--- src/rtl/dslope_pkg.sv ---
package dslope_pkg;
   typedef enum logic [2:0] {
      ST_IDLE,
      ST_RESET_INT,
      ST_INTEGRATE,
      ST_DEINTEGRATE,
      ST_DONE
   } dslope_state_t;
endpackage

--- src/rtl/dslope_sync.sv ---
// Multi-flop synchronizer for the asynchronous comparator level.
module dslope_sync #(
   parameter int STAGES = 2
) (
   input  logic clk,
   input  logic rst_n,
   input  logic d,
   output logic q
);
   if (STAGES < 1) begin : g_bad_stages
      $error("dslope_sync: STAGES must be at least 1");
   end

   logic [STAGES-1:0] chain;

   if (STAGES == 1) begin : g_single
      always_ff @(posedge clk or negedge rst_n) begin
         if (!rst_n) chain <= '0;
         else        chain <= d;
      end
   end else begin : g_multi
      always_ff @(posedge clk or negedge rst_n) begin
         if (!rst_n) chain <= '0;
         else        chain <= {chain[STAGES-2:0], d};
      end
   end

   assign q = chain[STAGES-1];
endmodule

--- src/rtl/dslope_counter.sv ---
// Up counter with synchronous clear and a full-scale flag.
module dslope_counter #(
   parameter int W = 8
) (
   input  logic         clk,
   input  logic         rst_n,
   input  logic         clr,
   input  logic         en,
   output logic [W-1:0] cnt,
   output logic         at_max
);
   if (W < 1) begin : g_bad_width
      $error("dslope_counter: W must be at least 1");
   end

   always_ff @(posedge clk or negedge rst_n) begin
      if (!rst_n)   cnt <= '0;
      else if (clr) cnt <= '0;
      else if (en)  cnt <= cnt + 1'b1;
   end

   assign at_max = (cnt == {W{1'b1}});
endmodule

--- src/rtl/dslope_seq.sv ---
// Phase sequencer: reset, fixed integrate, timed discharge, done.
module dslope_seq
   import dslope_pkg::*;
#(
   parameter int CNT_W      = 8,
   parameter int PH_W       = 5,
   parameter int INT_TICKS  = 16,
   parameter int RST_CYCLES = 3
) (
   input  logic                clk,
   input  logic                rst_n,
   input  logic                start,
   input  logic                cmp_s,
   input  logic [PH_W-1:0]     ph_cnt,
   input  logic [CNT_W-1:0]    res_cnt,
   input  logic                res_max,
   output dslope_state_t       state,
   output logic                ph_clr,
   output logic                ph_en,
   output logic                res_clr,
   output logic                res_en,
   output logic [CNT_W-1:0]    result,
   output logic                overrange
);
   localparam logic [PH_W-1:0] RST_LAST = PH_W'(RST_CYCLES - 1);
   localparam logic [PH_W-1:0] INT_LAST = PH_W'(INT_TICKS - 1);

   dslope_state_t nxt;

   always_comb begin
      nxt = state;
      unique case (state)
         ST_IDLE:        if (start) nxt = ST_RESET_INT;
         ST_RESET_INT:   if (ph_cnt == RST_LAST) nxt = ST_INTEGRATE;
         ST_INTEGRATE:   if (ph_cnt == INT_LAST) nxt = ST_DEINTEGRATE;
         ST_DEINTEGRATE: if (cmp_s || res_max) nxt = ST_DONE;
         ST_DONE:        nxt = ST_IDLE;
         default:        nxt = ST_IDLE;
      endcase
   end

   always_ff @(posedge clk or negedge rst_n) begin
      if (!rst_n) state <= ST_IDLE;
      else        state <= nxt;
   end

   // Phase timer restarts on every state change.
   assign ph_clr  = (nxt != state);
   assign ph_en   = (state == ST_RESET_INT) || (state == ST_INTEGRATE);
   assign res_clr = (nxt == ST_DEINTEGRATE) && (state != ST_DEINTEGRATE);
   assign res_en  = (state == ST_DEINTEGRATE) && (nxt == ST_DEINTEGRATE);

   always_ff @(posedge clk or negedge rst_n) begin
      if (!rst_n) begin
         result    <= '0;
         overrange <= 1'b0;
      end else if (state == ST_DEINTEGRATE && nxt == ST_DONE) begin
         result    <= cmp_s ? res_cnt : {CNT_W{1'b1}};
         overrange <= !cmp_s;
      end
   end

   AST_INT_LEN: assert property (@(posedge clk) disable iff (!rst_n)
      (state == ST_INTEGRATE && nxt != ST_INTEGRATE) |-> ph_cnt == INT_LAST);
   AST_STOP_ON_TRIP: assert property (@(posedge clk) disable iff (!rst_n)
      (state == ST_DEINTEGRATE && cmp_s) |=> (state == ST_DONE && result == $past(res_cnt)));
   AST_DONE_PULSE: assert property (@(posedge clk) disable iff (!rst_n)
      (state == ST_DONE) |=> (state == ST_IDLE));
   AST_START_IGNORED: assert property (@(posedge clk) disable iff (!rst_n)
      (state != ST_IDLE && state != ST_DONE) |=> (state != ST_IDLE));
endmodule

--- src/rtl/dslope_ctrl.sv ---
// Top: dual-slope converter control and counting.
module dslope_ctrl
   import dslope_pkg::*;
#(
   parameter int CNT_W       = 8,
   parameter int INT_TICKS   = 16,
   parameter int RST_CYCLES  = 3,
   parameter int SYNC_STAGES = 2
) (
   input  logic             clk,
   input  logic             rst_n,
   input  logic             start,
   input  logic             cmp_zero,
   output logic             sel_vin,
   output logic             sel_vref,
   output logic             int_rst,
   output logic             busy,
   output logic             done,
   output logic [CNT_W-1:0] result,
   output logic             overrange
);
   localparam int PH_MAX = (INT_TICKS > RST_CYCLES) ? INT_TICKS : RST_CYCLES;
   localparam int PH_W   = $clog2(PH_MAX + 1);

   if (CNT_W < 2 || CNT_W > 32) begin : g_bad_cnt
      $error("dslope_ctrl: CNT_W out of range");
   end
   if (INT_TICKS < 1) begin : g_bad_int
      $error("dslope_ctrl: INT_TICKS must be at least 1");
   end
   if (RST_CYCLES < 1) begin : g_bad_rst
      $error("dslope_ctrl: RST_CYCLES must be at least 1");
   end

   logic                cmp_s;
   logic [PH_W-1:0]     ph_cnt;
   logic                ph_max_unused;
   logic [CNT_W-1:0]    res_cnt;
   logic                res_max;
   logic                ph_clr, ph_en, res_clr, res_en;
   dslope_state_t       state;

   dslope_sync #(.STAGES(SYNC_STAGES)) u_sync (
      .clk(clk), .rst_n(rst_n), .d(cmp_zero), .q(cmp_s)
   );

   dslope_counter #(.W(PH_W)) u_phase (
      .clk(clk), .rst_n(rst_n), .clr(ph_clr), .en(ph_en),
      .cnt(ph_cnt), .at_max(ph_max_unused)
   );

   dslope_counter #(.W(CNT_W)) u_disch (
      .clk(clk), .rst_n(rst_n), .clr(res_clr), .en(res_en),
      .cnt(res_cnt), .at_max(res_max)
   );

   dslope_seq #(
      .CNT_W(CNT_W), .PH_W(PH_W), .INT_TICKS(INT_TICKS), .RST_CYCLES(RST_CYCLES)
   ) u_seq (
      .clk(clk), .rst_n(rst_n), .start(start), .cmp_s(cmp_s),
      .ph_cnt(ph_cnt), .res_cnt(res_cnt), .res_max(res_max),
      .state(state), .ph_clr(ph_clr), .ph_en(ph_en),
      .res_clr(res_clr), .res_en(res_en),
      .result(result), .overrange(overrange)
   );

   assign int_rst  = (state == ST_RESET_INT);
   assign sel_vin  = (state == ST_INTEGRATE);
   assign sel_vref = (state == ST_DEINTEGRATE);
   assign busy     = (state != ST_IDLE);
   assign done     = (state == ST_DONE);

   AST_VREF_FOLLOWS: assert property (@(posedge clk) disable iff (!rst_n)
      $fell(sel_vin) |-> sel_vref);
   AST_DEINT_CLEAR: assert property (@(posedge clk) disable iff (!rst_n)
      $rose(sel_vref) |-> (res_cnt == '0));
   AST_OVR_SAT: assert property (@(posedge clk) disable iff (!rst_n)
      overrange |-> (result == {CNT_W{1'b1}}));
   AST_RST_THEN_INT: assert property (@(posedge clk) disable iff (!rst_n)
      $fell(int_rst) |-> sel_vin);
endmodule

--- config.mk ---
export PLATFORM = sky130hd
export DESIGN_NAME = dslope_ctrl
export DESIGN_NICKNAME = d
export VERILOG_FILES = /design/src/rtl/dslope_pkg.sv /design/src/rtl/dslope_sync.sv /design/src/rtl/dslope_counter.sv /design/src/rtl/dslope_seq.sv /design/src/rtl/dslope_ctrl.sv
export SDC_FILE = /design/constraint.sdc
export NUM_CORES = 1
export LEC_CHECK = 0
export ABC_AREA = 1
export BUFFER_PORTS_ARGS = -buffer_cell sky130_fd_sc_hd__buf_2
export CAP_MARGIN = 25
export CORE_MARGIN = 1.5
export CORE_UTILIZATION = 40
export CTS_CLUSTER_SIZE = 14
export DETAILED_ROUTE_END_ITERATION = 6
export SLEW_MARGIN = 10
export SYNTH_ARGS = -nofsm -noshare
export SYNTH_HDL_FRONTEND = slang
export SYNTH_HIERARCHICAL = 1
export SYNTH_SLANG_ARGS = --single-unit
--- constraint.sdc ---
create_clock -name clk -period 3.59 [get_ports clk]
set_input_delay 0.1795 -clock clk [delete_from_list [all_inputs] [get_ports clk]]
set_output_delay 0.1795 -clock clk [all_outputs]
set_load 0.01 [all_outputs]
==> run_results.csv <==
group,metric,value,unit
cts,cts_setup_buffers,0,
global_route,grt_max_degree,28,
synth,yosysMostFrequentCell,"nand2_1",
synth,synth_ff_type,"dfrtp_1",
synth,avgSynthCellArea,7.79,um2
synth,ys_top_cells_by_count,"nand2_1, dfrtp_1, nor2_1",
timing,max_slew_margin,60.6,%
timing,hold_viol_final,0,
place,portBuffers,17,
routing,detail_route.vias_per_cell,4.85,
min_path,worstHoldPathCells,5,
synth,synth_seq_cells,27,
timing,worstMarginPinSlew,0.591,ns
synth,synth_top_area_cell,"dfrtp_1",
pwr,leakage,0.872,nW
floorplan,start_util,42.0,%
synth,ys_top_cells_by_area,"dfrtp_1, nand2_1, nor2_1, inv_1, nand3_1",
cts,cts_tree,"built",
min_path,hp-class,"in -> reg",
timing,rsz0062_at_grt,"no",
critical_path,cp_data_arrival_time,2.50,ns
synth,synth_top_area_share,47.4,%
synth,synth_cells,183,
cts,clock_latency,0.32,ns
cells_and_area,fin_nets,213,
synth,synth_warnings,6,
global_route,first_global_vias,1072,
timing,fmax,441,MHz
timing,fin_tns_setup,0,ns
timing,setup_violations,0,
synth,synthesis.area,0.00143,mm2
timing,period_share,63.1,%
cts,cts_buffer_depth,2,
outcome,outcome,"completed",
floorplan,core,0.00339,mm2
critical_path,cp_slowest_cell,"dfrtp_1",
cells_and_area,drive_gt1_share,22.4,%
cts,cts-resized-gates,0,
routing,wl_per_cell,10.4,um
floorplan,die_y,62.7,um
cts,clock-sinks,27,
floorplan,ios,18,
critical_path,worstPathRequired,3.83,ns
cells_and_area,diodes,0,
cts,cts_hold_buf,2,
cells_and_area,fill_cells,346,
critical_path,max_stage_delay,0.46,ns
floorplan,dieArea,0.00393,mm2
place,dp_cells,245,
cts,h-tree-depth,1,
cts,root_buffer,"clkbuf_4",
pwr,powerDensity,650,mW/mm2
job,drv_cap,0,
cells_and_area,final_cells,251,
synth,ys_types,21,
critical_path,critPathMaxFanout,5,
cts,cts.clk_slew.worst_paths,0.14,ns
global_route,antenna_found_initial,0,
synth,yosysSeqAreaShare,47.4,%
place,place_congestion,0.846,
pwr,ir_worst_vdd,285,uV
cells_and_area,areaGrowthSynthToFinish,12.5,%
global_route,grt_overflow_total,0,
floorplan,dieWidth,62.7,um
global_route,globalRouteTotalUtil,14.5,%
synth,synth_fp_nets,190,
floorplan,rows,21,
routing,vias,1218,
global_route,grt_pass1_wl,4530,um
critical_path,start_kind,"flip-flop",
synth,async_reset_ff_share,100,%
critical_path,rr_worst_depth,14,
critical_path,timing.rr.start,"u_disch/cnt[1]",
critical_path,crit_start,"u_disch/cnt[1]",
synth,synth-edff-count,0,
routing,drtIter0Drc,63,
critical_path,worstSetupEndpointType,"flip-flop",
routing,wl,2610,um
routing,detail-route-antenna-nets,0,
timing,fin_skew,0.00524,ns
routing,drt_first_pass_iters,4,
critical_path,worstPathCellList,"ha_1 > nand2_1 > inv_1 > and3_1 > inv_1 > nand2_1 > nor2_2 > nor2_1 > nand2_1 > nand3_2 > nor2_2 > nor2_4 > a21oi_2 > nor2_2",
routing,drcViolationCount,0,
timing,slew_violations,0,
place,hpwl,1960,um
timing,fin_crit,2.27,ns
cts,cts_inserted_buffers,3,
min_path,holdCritStartpoint,"start",
critical_path,critPathKind,"reg -> reg",
==> flip-flops by register name, indices dropped and copies added, names as in the netlist <==
signal and count:
u_seq/overrange 1, u_disch/cnt 8, u_phase/cnt 5, u_sync/chain 2, u_seq/state 3, u_seq/result 8
==> layer usage <==
metal | track usage [%] | routed length (um) | vias up | share of wire (%)
met5 | 0 | 0 | - | 0
met4 | 6.67 | 51 | 0 | 2.0
met3 | 1.62 | 87 | 4 | 3.3
met2 | 25.4 | 1270 | 28 | 49
met1 | 17.8 | 1200 | 573 | 46
li1 | - | - | 613 | -
==> worst paths after layout <==
check,endpoint,slack (ns)
min in group asynchronous,u_sync/chain[0],0.37
setup / recovery,u_phase/cnt[3],1.32
hold reg to reg,u_sync/chain[1],0.37
setup reg to reg,u_phase/cnt[3],1.32
hold / removal,u_seq/state[0],0.23
max in group asynchronous,u_phase/cnt[1],2.83
==> power by group <==
| group | internal (mW) | leakage, nW | switching [mW] |
|---|---|---|---|
| combinational | 0.168 | 0.507 | 0.273 |
| clock | 0.0436 | 0.0150 | 0.0864 |
| sequential | 0.391 | 0.350 | 0.0793 |
| total | 0.603 | 0.872 | 0.438 |
==> area by class of cell <==
cell class	instances	area, um2	share of cell area [%]
Sequential cell	27	676	42.2
Multi-Input combinational cell	127	631	39.3
Inverter	28	108	6.71
Timing Repair Buffer	19	105	6.56
Tap cell	46	57.6	3.59
Clock buffer	4	26.3	1.64
==> cells by family (layout without fill, tap and decap cells) <==
logic type | after synthesis | in the layout | share of synthesized area (%)
AO/OA/AOI/OAI | 20 | 20 | 7.81
flip-flops | 27 | 27 | 47.4
AND/OR/NAND/NOR | 104 | 104 | 33.8
adder cells (fa/ha/maj) | 3 | 3 | 2.63
buffers and inverters | 29 | 51 | 8.34
==> cells in the final DEF (no fill, tap or decap), drive strengths merged, types with 2 or more instances in the layout <==
| cell type | instances |
|---|---|
| inv | 28 |
| nor3 | 3 |
| buf | 17 |
| clkbuf | 4 |
| nand3 | 18 |
| nor2 | 31 |
| a21oi | 7 |
| dlygate4sd3 | 2 |
| nand2 | 50 |
| o21ai | 13 |
| dfrtp | 27 |
| ha | 3 |
==> critical path, delay by kind of cell (launching register included) <==
family / cells / cell delay [ns]
AO/OA/AOI/OAI: 1 / 0.13
buffers and inverters: 2 / 0.15
flip-flops: 1 / 0.46
AND/OR/NAND/NOR: 10 / 1.23
adder cells (fa/ha/maj): 1 / 0.23
==> metrics by stage <==
step / hold slack, ns / power, mW / instance area (um2) / utilization [%] / worst slack [ns]
after floorplan: -0.116 / 0.787 / 1430 / - / 1.55
after global placement: 0.221 / 0.907 / 1560 / 45.9 / 1.45
after detailed placement: 0.222 / 0.920 / 1560 / 45.9 / 1.36
after CTS: 0.229 / 1.06 / 1600 / 47.3 / 1.33
after global routing: 0.287 / 1.14 / 1600 / 47.3 / 1.12
final: 0.234 / 1.04 / 1600 / 47.3 / 1.32
Note: power is estimated with default switching activity, not from simulation.
